### config.mk
export PLATFORM = sky130hd
export DESIGN_NAME = rv_ctrl_unit
export DESIGN_NICKNAME = d
export VERILOG_FILES = /design/src/rtl/rv_ctrl_pkg.sv /design/src/rtl/rv_alu_decode.sv /design/src/rtl/rv_branch_eval.sv /design/src/rtl/rv_ctrl_unit.sv
export SDC_FILE = /design/constraint.sdc
export NUM_CORES = 1
export LEC_CHECK = 0
export CORE_ASPECT_RATIO = 1.25
export CORE_MARGIN = 1
export CORE_UTILIZATION = 24
export DETAILED_ROUTE_END_ITERATION = 6
export GPL_ROUTABILITY_DRIVEN = 1
export PLACE_DENSITY = 0.91
export SLEW_MARGIN = 10
export SYNTH_ARGS = -nofsm -noshare
export SYNTH_HDL_FRONTEND = slang
export SYNTH_SLANG_ARGS = --single-unit
### constraint.sdc
create_clock -name vclk -period 2.7
set_input_delay 0.54 -clock vclk [all_inputs]
set_output_delay 0.54 -clock vclk [all_outputs]
set_load 0.02 [all_outputs]
### src/rtl/rv_ctrl_pkg.sv
package rv_ctrl_pkg;
  typedef enum logic [3:0] {
    ALU_AND   = 4'b0000, ALU_OR    = 4'b0001, ALU_XOR  = 4'b0010,
    ALU_ADD   = 4'b0011, ALU_SUB   = 4'b0100, ALU_MUL  = 4'b0101,
    ALU_MULH  = 4'b0110, ALU_MULHU = 4'b0111, ALU_SLL  = 4'b1000,
    ALU_SRL   = 4'b1001, ALU_SRA   = 4'b1010, ALU_SLT  = 4'b1100,
    ALU_SLTU  = 4'b1101
  } alu_op_e;

  typedef enum logic [1:0] {
    WB_SWITCH = 2'b00, WB_UPPER = 2'b01, WB_ALU = 2'b10, WB_LINK = 2'b11
  } wb_sel_e;

  typedef enum logic [1:0] {
    PC_SEQ = 2'b00, PC_BRANCH = 2'b01, PC_JAL = 2'b10, PC_JALR = 2'b11
  } pc_sel_e;

  localparam logic [6:0] OPC_REG  = 7'h33;
  localparam logic [6:0] OPC_IMM  = 7'h13;
  localparam logic [6:0] OPC_LUI  = 7'h37;
  localparam logic [6:0] OPC_SYS  = 7'h73;
  localparam logic [6:0] OPC_BR   = 7'h63;
  localparam logic [6:0] OPC_JAL  = 7'h6F;
  localparam logic [6:0] OPC_JALR = 7'h67;
  localparam logic [2:0] F3_CSRRW = 3'b001;
endpackage

### src/rtl/rv_alu_decode.sv
module rv_alu_decode
  import rv_ctrl_pkg::*;
(
  input  logic [6:0] opcode_i,
  input  logic [2:0] funct3_i,
  input  logic [6:0] funct7_i,
  output alu_op_e    alu_op_o,
  output logic       alu_src_o
);
  logic is_reg, mul_grp, alt;

  assign is_reg  = (opcode_i == OPC_REG);
  assign mul_grp = is_reg & funct7_i[0];
  assign alt     = funct7_i[5];

  always_comb begin
    alu_op_o  = ALU_ADD;
    alu_src_o = 1'b0;
    case (opcode_i)
      OPC_REG, OPC_IMM: begin
        alu_src_o = ~is_reg;
        case (funct3_i)
          3'b000:  alu_op_o = mul_grp ? ALU_MUL : ((alt & is_reg) ? ALU_SUB : ALU_ADD);
          3'b001:  alu_op_o = mul_grp ? ALU_MULH : ALU_SLL;
          3'b010:  alu_op_o = ALU_SLT;
          3'b011:  alu_op_o = mul_grp ? ALU_MULHU : ALU_SLTU;
          3'b100:  alu_op_o = ALU_XOR;
          3'b101:  alu_op_o = alt ? ALU_SRA : ALU_SRL;
          3'b110:  alu_op_o = ALU_OR;
          default: alu_op_o = ALU_AND;
        endcase
      end
      OPC_BR: begin
        case (funct3_i)
          3'b000, 3'b001: alu_op_o = ALU_SUB;
          3'b110, 3'b111: alu_op_o = ALU_SLTU;
          default:        alu_op_o = ALU_SLT;
        endcase
      end
      OPC_JALR: alu_src_o = 1'b1;
      default: ;
    endcase
  end
endmodule

### src/rtl/rv_branch_eval.sv
module rv_branch_eval #(
  parameter int XLEN = 32
) (
  input  logic [2:0]      funct3_i,
  input  logic [XLEN-1:0] alu_res_i,
  input  logic            alu_zero_i,
  output logic            taken_o
);
  localparam logic [XLEN-1:0] ONE = XLEN'(1);

  logic res_one, res_nil;
  assign res_one = (alu_res_i == ONE);
  assign res_nil = (alu_res_i == '0);

  always_comb begin
    case (funct3_i)
      3'b000:         taken_o = alu_zero_i;
      3'b001:         taken_o = ~alu_zero_i;
      3'b100, 3'b110: taken_o = res_one;
      3'b101, 3'b111: taken_o = res_nil;
      default:        taken_o = 1'b0;
    endcase
  end
endmodule

### src/rtl/rv_ctrl_unit.sv
module rv_ctrl_unit
  import rv_ctrl_pkg::*;
#(
  parameter int          XLEN    = 32,
  parameter logic [11:0] CSR_SW  = 12'hF00,
  parameter logic [11:0] CSR_HEX = 12'hF02
) (
  input  logic [6:0]      opcode_i,
  input  logic [2:0]      funct3_i,
  input  logic [6:0]      funct7_i,
  input  logic [11:0]     csr_i,
  input  logic            stall_i,
  input  logic [XLEN-1:0] alu_res_i,
  input  logic            alu_zero_i,
  output logic [3:0]      alu_op_o,
  output logic            alu_src_o,
  output logic [1:0]      wb_sel_o,
  output logic            reg_we_o,
  output logic            gpio_we_o,
  output logic [1:0]      pc_sel_o,
  output logic            stall_req_o
);
  alu_op_e alu_op;
  wb_sel_e wb_sel;
  pc_sel_e pc_raw, pc_sel;
  logic    br_taken, we_raw, gpio_raw;

  rv_alu_decode i_alu_decode (
    .opcode_i (opcode_i),
    .funct3_i (funct3_i),
    .funct7_i (funct7_i),
    .alu_op_o (alu_op),
    .alu_src_o(alu_src_o)
  );

  rv_branch_eval #(.XLEN(XLEN)) i_branch_eval (
    .funct3_i  (funct3_i),
    .alu_res_i (alu_res_i),
    .alu_zero_i(alu_zero_i),
    .taken_o   (br_taken)
  );

  always_comb begin
    wb_sel   = WB_ALU;
    we_raw   = 1'b0;
    gpio_raw = 1'b0;
    pc_raw   = PC_SEQ;
    case (opcode_i)
      OPC_REG, OPC_IMM: we_raw = 1'b1;
      OPC_LUI: begin
        wb_sel = WB_UPPER;
        we_raw = 1'b1;
      end
      OPC_SYS: begin
        if (funct3_i == F3_CSRRW) begin
          if (csr_i == CSR_HEX) gpio_raw = 1'b1;
          else if (csr_i == CSR_SW) begin
            wb_sel = WB_SWITCH;
            we_raw = 1'b1;
          end
        end
      end
      OPC_BR: if (br_taken) pc_raw = PC_BRANCH;
      OPC_JAL: begin
        wb_sel = WB_LINK;
        we_raw = 1'b1;
        pc_raw = PC_JAL;
      end
      OPC_JALR: begin
        wb_sel = WB_LINK;
        we_raw = 1'b1;
        pc_raw = PC_JALR;
      end
      default: ;
    endcase
  end

  // squashed instruction: no architectural effect
  assign pc_sel      = stall_i ? PC_SEQ : pc_raw;
  assign reg_we_o    = we_raw & ~stall_i;
  assign gpio_we_o   = gpio_raw & ~stall_i;
  assign stall_req_o = (pc_sel != PC_SEQ);
  assign pc_sel_o    = pc_sel;
  assign wb_sel_o    = wb_sel;
  assign alu_op_o    = alu_op;
endmodule

======== Yosys cells after proc, flatten, opt, wreduce, memory -nomap -nowiden ========
Index checks and enable logic that the tools add are counted.
storage, ports and cells
  bits in registers ....................... 0
  input bits .............................. 63
  logic and storage cells ................. 58
cells by class
  equality and inequality tests ........... 17
  mux-type cells .......................... 24
  bitwise operators ....................... 7
  reductions and logical operators ........ 10
operators by type and width
  operator              number
  $eq 32x1->1 const B   1
  $logic_not 32->1      1
  $eq 7x7->1 const B    4
  $pmux 4 s7            1
  $eq 12x12->1 const B  2
  $pmux 4 s2            2
  $eq 7x6->1 const B    2
  $eq 3x3->1 const B    4
  $mux 4                3
  $pmux 2 s3            2
  $reduce_or 2->1       6
  $mux 2                5
  $eq 7x5->1 const B    1
  $mux 1                7
  $eq 3x2->1 const B    2
  $reduce_or 5->1       1
  $and 1x1->1           4
  $pmux 1 s2            2
  $pmux 1 s4            1
  $eq 3x1->1 const B    1
  $logic_not 3->1       1
  $mux 3                1
  $not 1->1             3
  $reduce_bool 2->1     1

======== Longest topological paths before layout ========
  word-level depth ........................ 7
  gate-level depth with buffers ........... 5
  gate-level depth less buffers ........... 4

======== By module ========
A second synthesis with hierarchy kept.
second synthesis, totals
  cells, all modules ...................... 77
  area, all modules ....................... 514.2 um2
by module, submodules not included
  module          instances  cells an instance  area an instance (um2)  sequential area each (um2)
  rv_alu_decode   1          36                 230.2                   0.0
  rv_ctrl_unit    1          25                 173.9                   0.0
  rv_branch_eval  1          16                 110.1                   0.0

======== Least setup slack after synthesis ========
OpenSTA, ideal clock, no wires.
  kind .................................... input to output
  start ................................... input opcode_i[2]
  end ..................................... output reg_we_o
  arrival ................................. 1872 ps
  data required time ...................... 2160 ps
  setup slack ............................. 288 ps
  cell stages on the path ................. 4
  cell sequence ........................... nand4bb_4 -> or4_4 -> nor4_2 -> o31a_1
between the ends
  longest elaborated chain between the ends .. 4
  elaborated cells on any way between the ends .. 9
  classes of those cells .................. 6 x eq/ne; 1 x mux; 1 x bitwise; 1 x reduce/logical
ends and longest elaborated chain
  what                                      line                text
  start: declaration                        rv_ctrl_unit.sv:8   input logic [6:0] opcode_i,
  $eq 7x7->1, or another cell as far along  rv_ctrl_unit.sv:48  case (opcode_i)
  $reduce_or 5->1 (no line)                 n/a
  $pmux 1 s2 (*)                            rv_ctrl_unit.sv:48
  $and 1x1->1 (*)                           rv_ctrl_unit.sv:80  assign reg_we_o = we_raw & ~stall_i;
  end: declaration                          rv_ctrl_unit.sv:18  output logic reg_we_o,
Every way passes the cells marked *; elsewhere a longest branch is shown, timed or not.

======== Worst setup path after layout ========
  start ................................... input alu_res_i[19]
  end ..................................... output pc_sel_o[0]
between the ends
  longest elaborated chain between the ends .. 5
  elaborated cells on any way between the ends .. 6
  classes of those cells .................. 1 x eq/ne; 4 x mux; 1 x reduce/logical
ends and longest elaborated chain
  what                                                    line                                        text
  start: declaration                                      rv_ctrl_unit.sv:13                          input logic [XLEN-1:0] alu_res_i,
  $eq 32x1->1 / $logic_not 32->1 (equally long branches)  rv_branch_eval.sv:12, rv_branch_eval.sv:13
  $pmux 1 s4 (*)                                          rv_branch_eval.sv:16                        case (funct3_i)
  $mux 1 (*)                                              rv_ctrl_unit.sv:63                          OPC_BR: if (br_taken) pc_raw = PC_BRANCH;
  $pmux 2 s3 (*)                                          rv_ctrl_unit.sv:48
  $mux 2 (*)                                              rv_ctrl_unit.sv:79                          assign pc_sel = stall_i ? PC_SEQ : pc_raw;
  end: declaration                                        rv_ctrl_unit.sv:20                          output logic [1:0] pc_sel_o,
Marks and branches as above.

==> metrics <==
critical path's slowest cell=clkdlybuf4s50_1; status=finished, violations left; DRT Wirelength=3020 um; CORE AREA=1810 um2; crit-path cells=clkdlybuf4s50_1, nor4_2, nand4_1, nor4_4, a21o_1, clkdlybuf4s15_2; CLK BUF=0; cell family with most CP delay=simple AND/OR/NAND/NOR gates; DR vias/cell=roughly 5.6; Final nets=between 200 and 250; row count=17; placed cell areas=1390 um2; port buffer count=70; setup ws final=-0.0245 ns; Critical path buffers and inverters=2; minimum clock period=about 2.7 ns; sequential standard cell area=0 um2; final core utilization=79.0%; syn nets=138; Slew @ Worst Pin=0.330 ns; Seq/Total Area, Yosys=0%; power density over the cells=113 nW/um2; Post-Syn Area=477 um2; DRT iter0 DRCs=18; fill cell count=~120; Post-Synthesis Cells=75; Setup crit start kind=input port; hold_sp=opcode_i[3]; CP required=~2.2 ns; Finished Cell Area=1430 um2; most common cell after layout, fill and taps aside=clkdlybuf4s50_1; GRT overflow=0; Final period util=101%; Via Count=between 1000 and 1500; RSZ-0062 raised after global routing=yes; crit path max fanout=2; most frequent cells in the layout=48 x clkdlybuf4s50_1, 27 x buf_4, 11 x dlygate4sd2_1; slowest stage delay, CP=between 0.4 and 0.5 ns; HP Class=input port to output pin; initial antenna violation count=0; drt first pass iters=4; Die Span Y=around 52 um; Setup Viol. Count Final=1; chip width=around 42 um; Area contributors post-synth=nor4_1 9.2%, nand2_1 7.1%, nand4_1 6.6%; Avg WL per Cell=16.1 um; first-pass GRT wire length=around 4500 um; warnings from Yosys=0; Pleak=0.584 nW; vias in the first global route=1083; layout cells sized above 1=a little under a third; worst hold path endpoint=alu_src_o; largest net degree at the start of global routing=9; failing checks=negative setup slack; starting density of the core=26.4%; Slew Limit Fails=0; Yosys cell types=32; arrival time worst endpoint=2.18 ns; Slew Limit Headroom=77.9%; critical path class=input port to output pin; Synth top area share=9.19%; Syn Area/Cell=6.36 um2; Peak VDD IR=between 0.07 and 0.08 mV; setup_tns=-0.0245 ns; Antenna Nets Post-Route=0; Crit. End Element=output pin; die area=2170 um2; cell taking the most area after synthesis=nor4_1; Max Cap Violations=0; Synth-to-Final Area Change=199%; Detail Placement HPWL=2270 um; Tot GR Track Use=about 26%; Hold Violations, Final=0; hold path cells=4; drt drc=0; n_diodes=0; Max Clock Freq=367 MHz; Seq cells=0; IO Count=between 70 and 80; GP Congestion=0.783
## final cells by class
type	instances	area [um2]	area share [%]
Tap cell	19	23.8	1.67
Inverter	4	15.0	1.05
Multi-Input combinational cell	70	546	38.2
Timing Repair Buffer	95	843	59.1
## repair_timing
| action | 4_1_cts | 5_1_grt |
|---|---|---|
| hold buffers | 0 | 0 |
| setup buffers | 0 | 0 |
| endpoints found under the setup margin | 12 | 10 |
| pin swaps | 2 | 2 |
| endpoints found under the hold margin | 0 | 0 |
| resized for setup | 52 | 16 |
| cloned | 0 | 0 |
## layer usage
| metal | track usage, % | up-vias | part of all wire (%) |
|---|---|---|---|
| met4 | 2.15 | 0 | 0.33 |
| li1 | - | 495 | - |
| met3 | 2.08 | 2 | 9.3 |
| met5 | 0 | - | 0 |
| met2 | 58.9 | 70 | 58 |
| met1 | 24.4 | 480 | 32 |
## cell usage after synthesis (2+ instances only)
library cell	instances
o21ai_0	4
nor4_1	7
nand2_1	9
o211ai_1	2
nand4_1	5
inv_1	4
a21boi_0	2
a31oi_1	2
nor2_1	6
nand2b_1	3
a21oi_1	2
a21o_1	3
or3_1	2
nor4b_1	2
nor3_1	5
## through the flow
| stage | setup WS, ns | instances | hold slack [ns] | total power, mW |
|---|---|---|---|---|
| detailed placement | -0.731 | 188 | 2.17 | 0.154 |
| CTS | -0.0460 | 188 | 1.79 | 0.153 |
| finish | -0.0245 | 188 | 1.63 | 0.161 |
| global route | -0.102 | 188 | 1.67 | 0.170 |
| global placement | -0.645 | 188 | 2.16 | 0.148 |
| floorplan | 0.288 | 75 | 1.16 | 0.0291 |
## report_power, final
| part | internal (mW) | switching [mW] | total [mW] |
|---|---|---|---|
| clock | 0 | 0 | 0 |
| combinational | 0.105 | 0.0564 | 0.161 |
| sequential | 0 | 0 | 0 |
## tightest hold or removal path, delay by kind of cell
family / cells / cell delay, ns
buffers and inverters: 3 / 0.49
AOI/OAI and AO/OA: 1 / 0.06
## cell families (layout without fill, tap and decap cells)
kind of cell              count (synthesis)  after routing  share of synthesized area, %
AOI/OAI and AO/OA                        22             22                          32.8
xor gates and xnor gates                  2              2                          3.68
and+or+nand+nor                          46             46                          59.6
buffers and inverters                     5             99                          3.94
## worst max-delay path by stage
stage                   from           to  slack, ns  depth (start not counted)
2_1_floorplan    opcode_i[2]     reg_we_o       0.29                          4
3_3_place_gp     opcode_i[2]  stall_req_o      -0.65                          6
3_5_place_dp     opcode_i[2]  stall_req_o      -0.73                          6
4_1_cts          funct3_i[1]     reg_we_o      -0.05                          6
5_1_grt        alu_res_i[19]  pc_sel_o[0]      -0.10                          6
6_report       alu_res_i[19]  pc_sel_o[0]      -0.02                          6
(Power assumes the default switching activity.)
